File: src/rtl/phy_scan_pkg.sv
package phy_scan_pkg;

    localparam int          PHY_ADDR_W   = 5;
    localparam int          MGMT_DATA_W  = 16;
    localparam int          MGMT_REG_W   = 5;
    localparam logic [4:0]  BMSR_REG_NUM = 5'd1;
    localparam logic [15:0] ABILITY_MASK = 16'h1808;

    typedef enum logic [2:0] {
        SC_IDLE,
        SC_WAIT_FREE,
        SC_ISSUE,
        SC_WAIT_ACK,
        SC_WAIT_END,
        SC_JUDGE,
        SC_DONE
    } scan_state_e;

    // A floating bus reads as all ones; a real PHY shows every required ability bit.
    function automatic logic resp_plausible(input logic [MGMT_DATA_W-1:0] word,
                                            input logic [MGMT_DATA_W-1:0] mask);
        return (word != '1) && ((word & mask) == mask);
    endfunction

endpackage

File: src/rtl/phy_resp_latch.sv
module phy_resp_latch
    import phy_scan_pkg::*;
#(
    parameter int               DATA_W = MGMT_DATA_W,
    parameter logic [DATA_W-1:0] MASK  = ABILITY_MASK
) (
    input  logic              clk,
    input  logic              rst,
    input  logic              capture,
    input  logic [DATA_W-1:0] rdata,
    output logic              resp_valid
);

    logic [DATA_W-1:0] held_q;

    always_ff @(posedge clk) begin
        if (rst) begin
            held_q <= '1;
        end else if (capture) begin
            held_q <= rdata;
        end
    end

    assign resp_valid = resp_plausible(held_q, MASK);

endmodule

File: src/rtl/phy_addr_cursor.sv
module phy_addr_cursor #(
    parameter int ADDR_W = 5
) (
    input  logic              clk,
    input  logic              rst,
    input  logic              load_start,
    input  logic              use_pref,
    input  logic [ADDR_W-1:0] pref_addr,
    input  logic              load_top,
    input  logic              step,
    output logic [ADDR_W-1:0] addr,
    output logic              from_pref,
    output logic              at_floor
);

    localparam logic [ADDR_W-1:0] TOP_ADDR = '1;

    logic [ADDR_W-1:0] addr_q;
    logic              pref_q;

    always_ff @(posedge clk) begin
        if (rst) begin
            addr_q <= TOP_ADDR;
            pref_q <= 1'b0;
        end else if (load_start) begin
            addr_q <= use_pref ? pref_addr : TOP_ADDR;
            pref_q <= use_pref;
        end else if (load_top) begin
            addr_q <= TOP_ADDR;
            pref_q <= 1'b0;
        end else if (step) begin
            addr_q <= addr_q - 1'b1;
        end
    end

    assign addr      = addr_q;
    assign from_pref = pref_q;
    assign at_floor  = (addr_q == '0);

    a_r5_no_wrap_below_floor: assert property (@(posedge clk) disable iff (rst)
        step |-> !at_floor);

    a_r5_step_after_full_scan_start: assert property (@(posedge clk) disable iff (rst)
        step |-> !from_pref);

endmodule

File: src/rtl/phy_scan_fsm.sv
module phy_scan_fsm
    import phy_scan_pkg::*;
#(
    parameter int ADDR_W = 5
) (
    input  logic              clk,
    input  logic              rst,
    input  logic              start,
    input  logic              mgmt_busy,
    input  logic              resp_valid,
    input  logic [ADDR_W-1:0] cur_addr,
    input  logic              from_pref,
    input  logic              at_floor,
    output logic              mgmt_req,
    output logic              capture,
    output logic              load_start,
    output logic              load_top,
    output logic              step,
    output logic              scan_done,
    output logic              phy_found,
    output logic [ADDR_W-1:0] phy_addr
);

    scan_state_e       state_q, state_d;
    logic              done_q, found_q;
    logic [ADDR_W-1:0] result_q;
    logic              judge_hit, judge_fail;

    assign load_start = start && ((state_q == SC_IDLE) || (state_q == SC_DONE));
    assign mgmt_req   = (state_q == SC_ISSUE);
    assign capture    = (state_q == SC_WAIT_END) && !mgmt_busy;
    assign judge_hit  = (state_q == SC_JUDGE) && resp_valid;
    assign judge_fail = (state_q == SC_JUDGE) && !resp_valid;
    assign load_top   = judge_fail && from_pref;
    assign step       = judge_fail && !from_pref && !at_floor;

    always_comb begin
        state_d = state_q;
        unique case (state_q)
            SC_IDLE, SC_DONE: if (load_start) state_d = SC_WAIT_FREE;
            SC_WAIT_FREE:     if (!mgmt_busy) state_d = SC_ISSUE;
            SC_ISSUE:         state_d = SC_WAIT_ACK;
            SC_WAIT_ACK:      if (mgmt_busy) state_d = SC_WAIT_END;
            SC_WAIT_END:      if (!mgmt_busy) state_d = SC_JUDGE;
            SC_JUDGE: begin
                if (judge_hit || (!from_pref && at_floor)) state_d = SC_DONE;
                else                                       state_d = SC_WAIT_FREE;
            end
            default:          state_d = SC_IDLE;
        endcase
    end

    always_ff @(posedge clk) begin
        if (rst) begin
            state_q  <= SC_IDLE;
            done_q   <= 1'b0;
            found_q  <= 1'b0;
            result_q <= '0;
        end else begin
            state_q <= state_d;
            if (load_start) begin
                done_q  <= 1'b0;
                found_q <= 1'b0;
            end else if (judge_hit) begin
                done_q   <= 1'b1;
                found_q  <= 1'b1;
                result_q <= cur_addr;
            end else if (judge_fail && !from_pref && at_floor) begin
                done_q  <= 1'b1;
                found_q <= 1'b0;
            end
        end
    end

    assign scan_done = done_q;
    assign phy_found = found_q;
    assign phy_addr  = result_q;

    a_r8_req_only_when_free: assert property (@(posedge clk) disable iff (rst)
        mgmt_req |-> !mgmt_busy);

    a_r8_req_single_cycle: assert property (@(posedge clk) disable iff (rst)
        mgmt_req |=> !mgmt_req);

    a_r9_done_holds: assert property (@(posedge clk) disable iff (rst)
        (scan_done && !start) |=> scan_done);

    a_r9_addr_holds: assert property (@(posedge clk) disable iff (rst)
        (scan_done && !start) |=> $stable(phy_addr) && $stable(phy_found));

    a_r6_found_implies_done: assert property (@(posedge clk) disable iff (rst)
        phy_found |-> scan_done);

    a_r3_found_needs_valid_resp: assert property (@(posedge clk) disable iff (rst)
        $rose(phy_found) |-> $past(resp_valid));

    a_r6_no_req_after_done: assert property (@(posedge clk) disable iff (rst)
        scan_done |-> !mgmt_req);

endmodule

File: src/rtl/phy_addr_scanner.sv
module phy_addr_scanner
    import phy_scan_pkg::*;
#(
    parameter int                ADDR_W     = PHY_ADDR_W,
    parameter int                DATA_W     = MGMT_DATA_W,
    parameter int                REG_W      = MGMT_REG_W,
    parameter logic [REG_W-1:0]  STATUS_REG = BMSR_REG_NUM,
    parameter logic [DATA_W-1:0] MASK       = ABILITY_MASK
) (
    input  logic              clk,
    input  logic              rst,
    input  logic              start,
    input  logic              pref_valid,
    input  logic [ADDR_W-1:0] pref_addr,
    output logic              mgmt_req,
    output logic [ADDR_W-1:0] mgmt_phy,
    output logic [REG_W-1:0]  mgmt_reg,
    input  logic              mgmt_busy,
    input  logic [DATA_W-1:0] mgmt_rdata,
    output logic              scan_done,
    output logic              phy_found,
    output logic [ADDR_W-1:0] phy_addr
);

    logic              capture, resp_valid;
    logic              load_start, load_top, step;
    logic [ADDR_W-1:0] cur_addr;
    logic              from_pref, at_floor;

    phy_resp_latch #(
        .DATA_W (DATA_W),
        .MASK   (MASK)
    ) u_latch (
        .clk        (clk),
        .rst        (rst),
        .capture    (capture),
        .rdata      (mgmt_rdata),
        .resp_valid (resp_valid)
    );

    phy_addr_cursor #(
        .ADDR_W (ADDR_W)
    ) u_cursor (
        .clk        (clk),
        .rst        (rst),
        .load_start (load_start),
        .use_pref   (pref_valid),
        .pref_addr  (pref_addr),
        .load_top   (load_top),
        .step       (step),
        .addr       (cur_addr),
        .from_pref  (from_pref),
        .at_floor   (at_floor)
    );

    phy_scan_fsm #(
        .ADDR_W (ADDR_W)
    ) u_fsm (
        .clk        (clk),
        .rst        (rst),
        .start      (start),
        .mgmt_busy  (mgmt_busy),
        .resp_valid (resp_valid),
        .cur_addr   (cur_addr),
        .from_pref  (from_pref),
        .at_floor   (at_floor),
        .mgmt_req   (mgmt_req),
        .capture    (capture),
        .load_start (load_start),
        .load_top   (load_top),
        .step       (step),
        .scan_done  (scan_done),
        .phy_found  (phy_found),
        .phy_addr   (phy_addr)
    );

    assign mgmt_phy = cur_addr;
    assign mgmt_reg = STATUS_REG;

    a_r2_req_targets_status_reg: assert property (@(posedge clk) disable iff (rst)
        mgmt_req |-> (mgmt_reg == 5'd1));

    a_r8_phy_stable_while_busy: assert property (@(posedge clk) disable iff (rst)
        (mgmt_busy && !scan_done && !start) |=> $stable(mgmt_phy));

endmodule

File: config.mk
export PLATFORM = sky130hd
export DESIGN_NAME = phy_addr_scanner
export DESIGN_NICKNAME = d
export VERILOG_FILES = /design/src/rtl/phy_scan_pkg.sv /design/src/rtl/phy_resp_latch.sv /design/src/rtl/phy_addr_cursor.sv /design/src/rtl/phy_scan_fsm.sv /design/src/rtl/phy_addr_scanner.sv
export SDC_FILE = /design/constraint.sdc
export NUM_CORES = 1
export LEC_CHECK = 0
export BUFFER_PORTS_ARGS = -buffer_cell sky130_fd_sc_hd__buf_4
export CAP_MARGIN = 20
export CORE_MARGIN = 4
export CORE_UTILIZATION = 30
export CTS_CLUSTER_SIZE = 12
export DETAILED_ROUTE_END_ITERATION = 8
export GPL_TIMING_DRIVEN = 0
export HOLD_SLACK_MARGIN = 0.06
export SYNTH_ARGS = -nofsm -noshare
export SYNTH_HDL_FRONTEND = slang
export SYNTH_SLANG_ARGS = --single-unit
File: constraint.sdc
create_clock -name clk -period 3.3 [get_ports clk]
set_clock_uncertainty 0.1 [all_clocks]
set_input_delay 0.66 -clock clk [delete_from_list [all_inputs] [get_ports clk]]
set_output_delay 0.66 -clock clk [all_outputs]
set_load 0.1 [all_outputs]
==> results of run 1 <==
how the worst max path moves through the flow:
| stage | start | endpoint | depth (start not counted) |
|---|---|---|---|
| global placement | mgmt_busy | u_latch.held_q[12] | 5 |
| floorplan | u_fsm.state_q[1] | mgmt_req | 3 |
| global route | u_fsm.state_q[1] | mgmt_req | 4 |
| finish | u_fsm.state_q[1] | mgmt_req | 4 |
| detailed placement | mgmt_busy | u_latch.held_q[8] | 5 |
| CTS | u_fsm.state_q[1] | mgmt_req | 4 |
cell families after synthesis:
family / count (synthesis) / synth area share (%)
and+or+nand+nor: 59 / 22.0
AOI/OAI and AO/OA: 42 / 20.3
DFF: 32 / 41.4
buffers and inverters: 19 / 6.96
muxes: 8 / 5.50
xor gates and xnor gates: 3 / 1.70
adders and majority gates: 2 / 1.62
other: 2 / 0.486
layer usage:
metal	part of all wire (%)	wire, microns	up-vias
met1	48	1670	566
met2	46	1630	26
met3	5.5	193	2
met4	0.46	16	0
li1	-	-	672
met5	0	0	-
through the flow:
step	cells	area (sq um)	setup WS [ps]	power, W
2_1_floorplan	170	1560	450	0.000592
3_3_place_gp	274	1920	1030	0.000649
3_5_place_dp	274	1920	1040	0.000650
4_1_cts	282	2020	997	0.000969
5_1_grt	282	2020	916	0.00100
6_report	282	2020	1030	0.000958
final cells by class:
cell class	count	area (sq um)
timing repair buffer	37	278
multi-input combinational	119	810
fill	519	2830
clock buffer	6	82.6
buffer	15	92.6
sequential	32	641
clock inverter	2	15.0
tap	67	83.8
inverter	4	15.0
where the power goes:
part	leakage (nW)	internal, W	switching [W]	total [W]
Combinational	0.523	0.0000772	0.000146	0.000224
Clock	0.0434	0.000169	0.000149	0.000318
Sequential	0.260	0.000400	0.0000165	0.000416
Total	0.826	0.000646	0.000312	0.000958
Yosys cell counts, drive strengths merged, types with 4 or more instances:
master,count
dfxtp,32
nor2b,21
a211o,19
nor2,13
buf,10
mux2i,7
nor3,7
nand2,6
o21ai,6
a211oi,5
a21oi,5
clkbuf,5
nand3,5
inv,4
worst max-delay path, stage by stage (launching register included):
cell     delay [ps]
dfxtp_1         330
buf_6           130
nor2b_1         300
nor2b_1         180
buf_4           300
registers in the layout, indices dropped and copies added, names as in the netlist:
name and flops:
u_fsm.phy_found 1, u_cursor.addr 5, u_fsm.phy_addr 5, u_fsm.state_q 3
u_latch.held_q 16, u_fsm.scan_done 1, u_cursor.from_pref 1
==> run summary, run 1 <==
Status -> complete, no violations
Worst Hold Path EP -> u_fsm.phy_found
DR WL/cell -> 12.4 microns
Core Util, Final -> 41.6%
Met2 Use GR -> 17.5%
Worst rel slew slack -> 59.8%
Worst min path class -> reg -> reg
WS Path Type -> reg -> out
Clk buf depth -> 2
Vias in the first global route -> 1194
Total wire length -> 3510 microns
Synth cell types -> 38
Antenna cell count -> 0
GRT met1 Usage -> 14.8%
Synth top area share -> 41.4%
Hold Worst Slack -> 396 ps
Number of remaining DRC errors -> 0
Final Wtd Congestion -> 0.748
Fin crit period -> 2270 ps
Rows -> 25
Endpoint class of the critical path -> primary output
Clock latency on the worst-skew pair -> 280 ps
Worst R2R Path Depth -> 5
RR Endpoint -> u_latch.held_q[8]
Number of buffers created by CTS -> 5
Largest area contributor in the netlist -> dfxtp_1
Initial core utilization -> 31.9%
Largest net degree at the start of global routing -> 12
Tot GR Track Use -> 11.3%
Least-Margin Pin Slew -> 600 ps
CTS root buf -> clkbuf_8
Endpoints failing hold -> 0
Antenna violations before repair -> 0
Commonest non-fill, non-tap cells in the layout -> buf_4 (42), dfxtp_1 (32), nor2b_1 (20)
PostCTS Resize Cnt -> 0
HPWL after DPL -> 2700 microns
WHS Path Cells -> 2
Crit-path max FO -> 9
Die Span Y -> 79.8 microns
Mapped Area -> 1550 sq um
Drt first-iter violations -> 44
H-Tree Level Count -> 2
P&R area growth vs syn -> 30.4%
Worst EP required -> 2540 ps
Maximum VDD drop -> 0.248 mV
Most common cell after layout, fill and taps aside -> buf_4
P_leak -> 0.826 nW
CTS tree -> yes
Ranking of synthesized cells by area -> dfxtp_1 (41%), a211o_1 (11%), nor2b_1 (8.1%), mux2i_1 (4.5%), nor2_1 (3.2%)
Setup slack, reg-to-reg -> 1240 ps
Aggregate global routing overflow -> 0
PD cells -> 475 nW/um^2
Hold_buf cts -> 0
Max Clock Freq -> 0.441 GHz
Post-route ant nets -> 0
Max-Cap Viols -> 0
IO Port Bufs -> 37
Layout cells sized above 1 -> 27.4%
Syn. warnings -> 0
M3 GR Usage -> 4.18%
Setup TNS -> 0 ps
GR peak layer -> met2
Final Max Tran Viols -> 0
Hold_sp -> u_fsm.phy_found
Synth Register Bits -> 32
Avg Vias per Cell -> 4.49
Reg2reg start -> u_fsm.state_q[0]
EDFF count, synth -> 0
First-pass GRT wire length -> 5610 microns
Critical path arrival -> 1510 ps
Critical Path Start Type -> flop
Clock transition at path regs -> 70 ps
First-pass detailed-route iteration total -> 4
Synthesized area per cell -> 9.26 sq um
Syn Inst Count -> 167
Core box area -> 4850 sq um
Fin crit share -> 68.7%
RSZ-0062 raised after global routing -> no
Sequential area share after synthesis -> 41.4%
Ys async rst share -> 0%
Vias -> 1266
Area of the die -> 6370 sq um
Die Width -> 79.8 microns
# Post-CTS Setup Buffers -> 0
Final net count -> 242
Top Ports -> 44
CTS Sinks -> 32
Synth Flop Type -> dfxtp_1
Count of final setup violators -> 0
Note: power is estimated with default switching activity, not from simulation.
==> inputs of run 2 (changes only) <==
Settings changed: ABC_AREA from default to 1.
Clock period 3.3 ns to 2.31 ns, I/O delays scaled along.
==> run summary, run 2 <==
First-pass GRT wire length -> 6220 microns
Top Ports -> 44
Aggregate global routing overflow -> 0
Max incr delay on CP -> 490 ps
Antenna cell count -> 0
Count of final setup violators -> 0
Number of remaining DRC errors -> 0
Status -> complete, no violations
Vias -> 1518
Worst min path class -> in -> reg
Clock transition at path regs -> 70 ps
Synthesized area per cell -> 7.00 sq um
Rows -> 26
Most common cell after layout, fill and taps aside -> nand2_1
Syn. warnings -> 0
PD cells -> 778 nW/um^2
Maximum VDD drop -> 0.429 mV
Compound-Gate Fraction of Synth Area -> 7.18%
IO Port Bufs -> 38
Final Wtd Congestion -> 0.775
CP Launch Point -> u_fsm.state_q[1]
Crit-path max FO -> 6
Clk pwr share -> 32.9%
Xor/xnor share of the synthesized area -> 1.64%
Die Span Y -> 81.1 microns
P&R area growth vs syn -> 31.0%
Largest family of logic cells by synthesized area -> simple AND/OR/NAND/NOR gates
CTS tree -> yes
Family with the most delay on the worst path -> flip-flops
Biggest register -> u_latch.held_q
Final net count -> 305
WS Path Type -> reg -> out
H-Tree Level Count -> 2
Synth top area share -> 39.9%
Synth Flop Type -> dfxtp_1
Synth Register Bits -> 32
Syn Inst Count -> 229
CP bufs+invs -> 1
Placed cell area -> 1990 sq um
Avg Vias per Cell -> 4.36
Final Max Tran Viols -> 0
Sw Ratio -> 36.0%
Endpoint class of the critical path -> primary output
Fin area -> 2100 sq um
CTS root buf -> clkbuf_8
Clk buf depth -> 2
Tot GR Track Use -> 12.1%
# Post-CTS Setup Buffers -> 0
Synthesized-area fraction occupied by adder cells -> 1.56%
Max-Cap Viols -> 0
Post-synthesis mux area share -> 0%
Commonest non-fill, non-tap cells in the layout -> nand2_1 (65), buf_4 (45), nand3_1 (38)
Post-synth top cells -> nand2_1 (65), nand3_1 (38), dfxtp_1 (32)
Drt first-iter violations -> 58
Gate power share -> 29.0%
Most common cell in the netlist -> nand2_1
P_leak -> 1.10 nW
Die Width -> 81.1 microns
Hold_sp -> rst
Cells along the critical path -> nand2_1 -> nor2_2 -> buf_4
Post-route ant nets -> 0
Max Clock Freq -> 0.536 GHz
Vias in the first global route -> 1436
DR WL/cell -> 10.5 microns
PostCTS Resize Cnt -> 0
Ys async rst share -> 0%
Max reg flops -> 16
Endpoints failing hold -> 0
Critical path arrival -> 1300 ps
Layout cells sized above 1 -> 25.2%
Total wire length -> 3660 microns
Internal cell power -> 0.00105 W
Number of buffers created by CTS -> 5
Core box area -> 5140 sq um
Post-synthesis simple-gate area fraction -> 38.4%
Synth cell types -> 31
Clock latency on the worst-skew pair -> 280 ps
Sequential power share -> 38.1%
Setup TNS -> 0 ps
Mapped Area -> 1600 sq um
Fin crit period -> 1870 ps
Critical-path top delay cell -> dfxtp_1
Antenna violations before repair -> 0
EDFF count, synth -> 0
HPWL after DPL -> 2780 microns
NetSw -> 0.000588 W
Largest net degree at the start of global routing -> 12
Fin crit share -> 80.8%
Sequential area share after synthesis -> 39.9%
CTS Sinks -> 32
Area of the die -> 6580 sq um
Initial core utilization -> 31.2%
First-pass detailed-route iteration total -> 4
RSZ-0062 raised after global routing -> no
Critical Path Start Type -> flop
Reg2reg start -> u_cursor.addr[0]
Largest area contributor in the netlist -> dfxtp_1
Worst EP required -> 1750 ps
Hold_buf cts -> 0
Ranking of synthesized cells by area -> dfxtp_1 (40%), nand2_1 (15%), nand3_1 (12%), inv_1 (4.9%), buf_4 (3.3%)
==> run 2: cell types whose count changed in the layout (fill, tap and decap cells not counted), sizes merged, moves of 5 or more <==
cell    previous run  this run
nand2              6        69
nand3              5        38
nor3               7         2
mux2i              7         0
or2                0         5
inv                4        25
a211o             19         0
nor2b             21         0
a211oi             5         0
a21oi              5        11
==> run 2: routing by layer <==
metal / vias to the layer above / part of all wire (%) / GRT usage (%)
met5: - / 0 / 0
met4: 0 / 0.93 / 3.55
met3: 5 / 6.4 / 3.99
met2: 41 / 46 / 19.6
met1: 657 / 47 / 15.4
li1: 815 / - / -
==> run 2: path summary, 6_finish.rpt <==
check / endpoint / slack [ps] / cells after the start
worst max-delay path: mgmt_req / 440 / 3
worst min-delay path: u_fsm.state_q[2] / 260 / 2
worst max register to register: u_cursor.addr[1] / 540 / 9
worst min register to register: u_fsm.phy_addr[4] / 350 / 2
==> run 2: through the flow <==
step                      power [W]  util (%)  worst slack (ps)  hold WS (ps)  cells
after CTS                   0.00165      40.9               435           250    348
after detailed placement    0.00111      38.7               582           338    340
after floorplan             0.00100         -               150           329    232
final                       0.00164      40.9               444           256    348
after global routing        0.00173      40.9               349           252    348
after global placement      0.00111      38.7               623           338    340
==> run 2: worst reg2reg max path: cells and delay by family (launching register included) <==
family                     cells  cell delay [ps]
buffers and inverters          2              170
and+or+nand+nor                6              770
adders and majority gates      1              210
DFF                            1              460
==> run 2: kinds of logic (layout without fill, tap and decap cells) <==
| logic type | after synthesis | count (layout) |
|---|---|---|
| buf+inv | 37 | 83 |
| simple gates | 132 | 132 |
| other cells | 2 | 5 |
| xor+xnor | 3 | 3 |
| fa+ha+maj | 2 | 2 |
| compound gates | 21 | 21 |
| flops | 32 | 32 |
==> run 2: area by class of cell <==
type	count	area [sq um]
flip-flops and latches	32	641
well taps	70	87.6
plain buffers	11	76.3
repair buffers	38	285
clock buffers	5	68.8
inverters	26	97.6
fillers	569	3040
multi-input cells	163	803
clock inverters	3	42.5
==> run 2: power groups by stage <==
stage                     Sequential, W  Clock [W]  Combinational [W]
after CTS                      0.000622   0.000556           0.000476
after floorplan                0.000741          0           0.000259
final                          0.000623   0.000538           0.000474
after global placement         0.000635          0           0.000471
after global routing           0.000628   0.000585           0.000518
after detailed placement       0.000635          0           0.000474
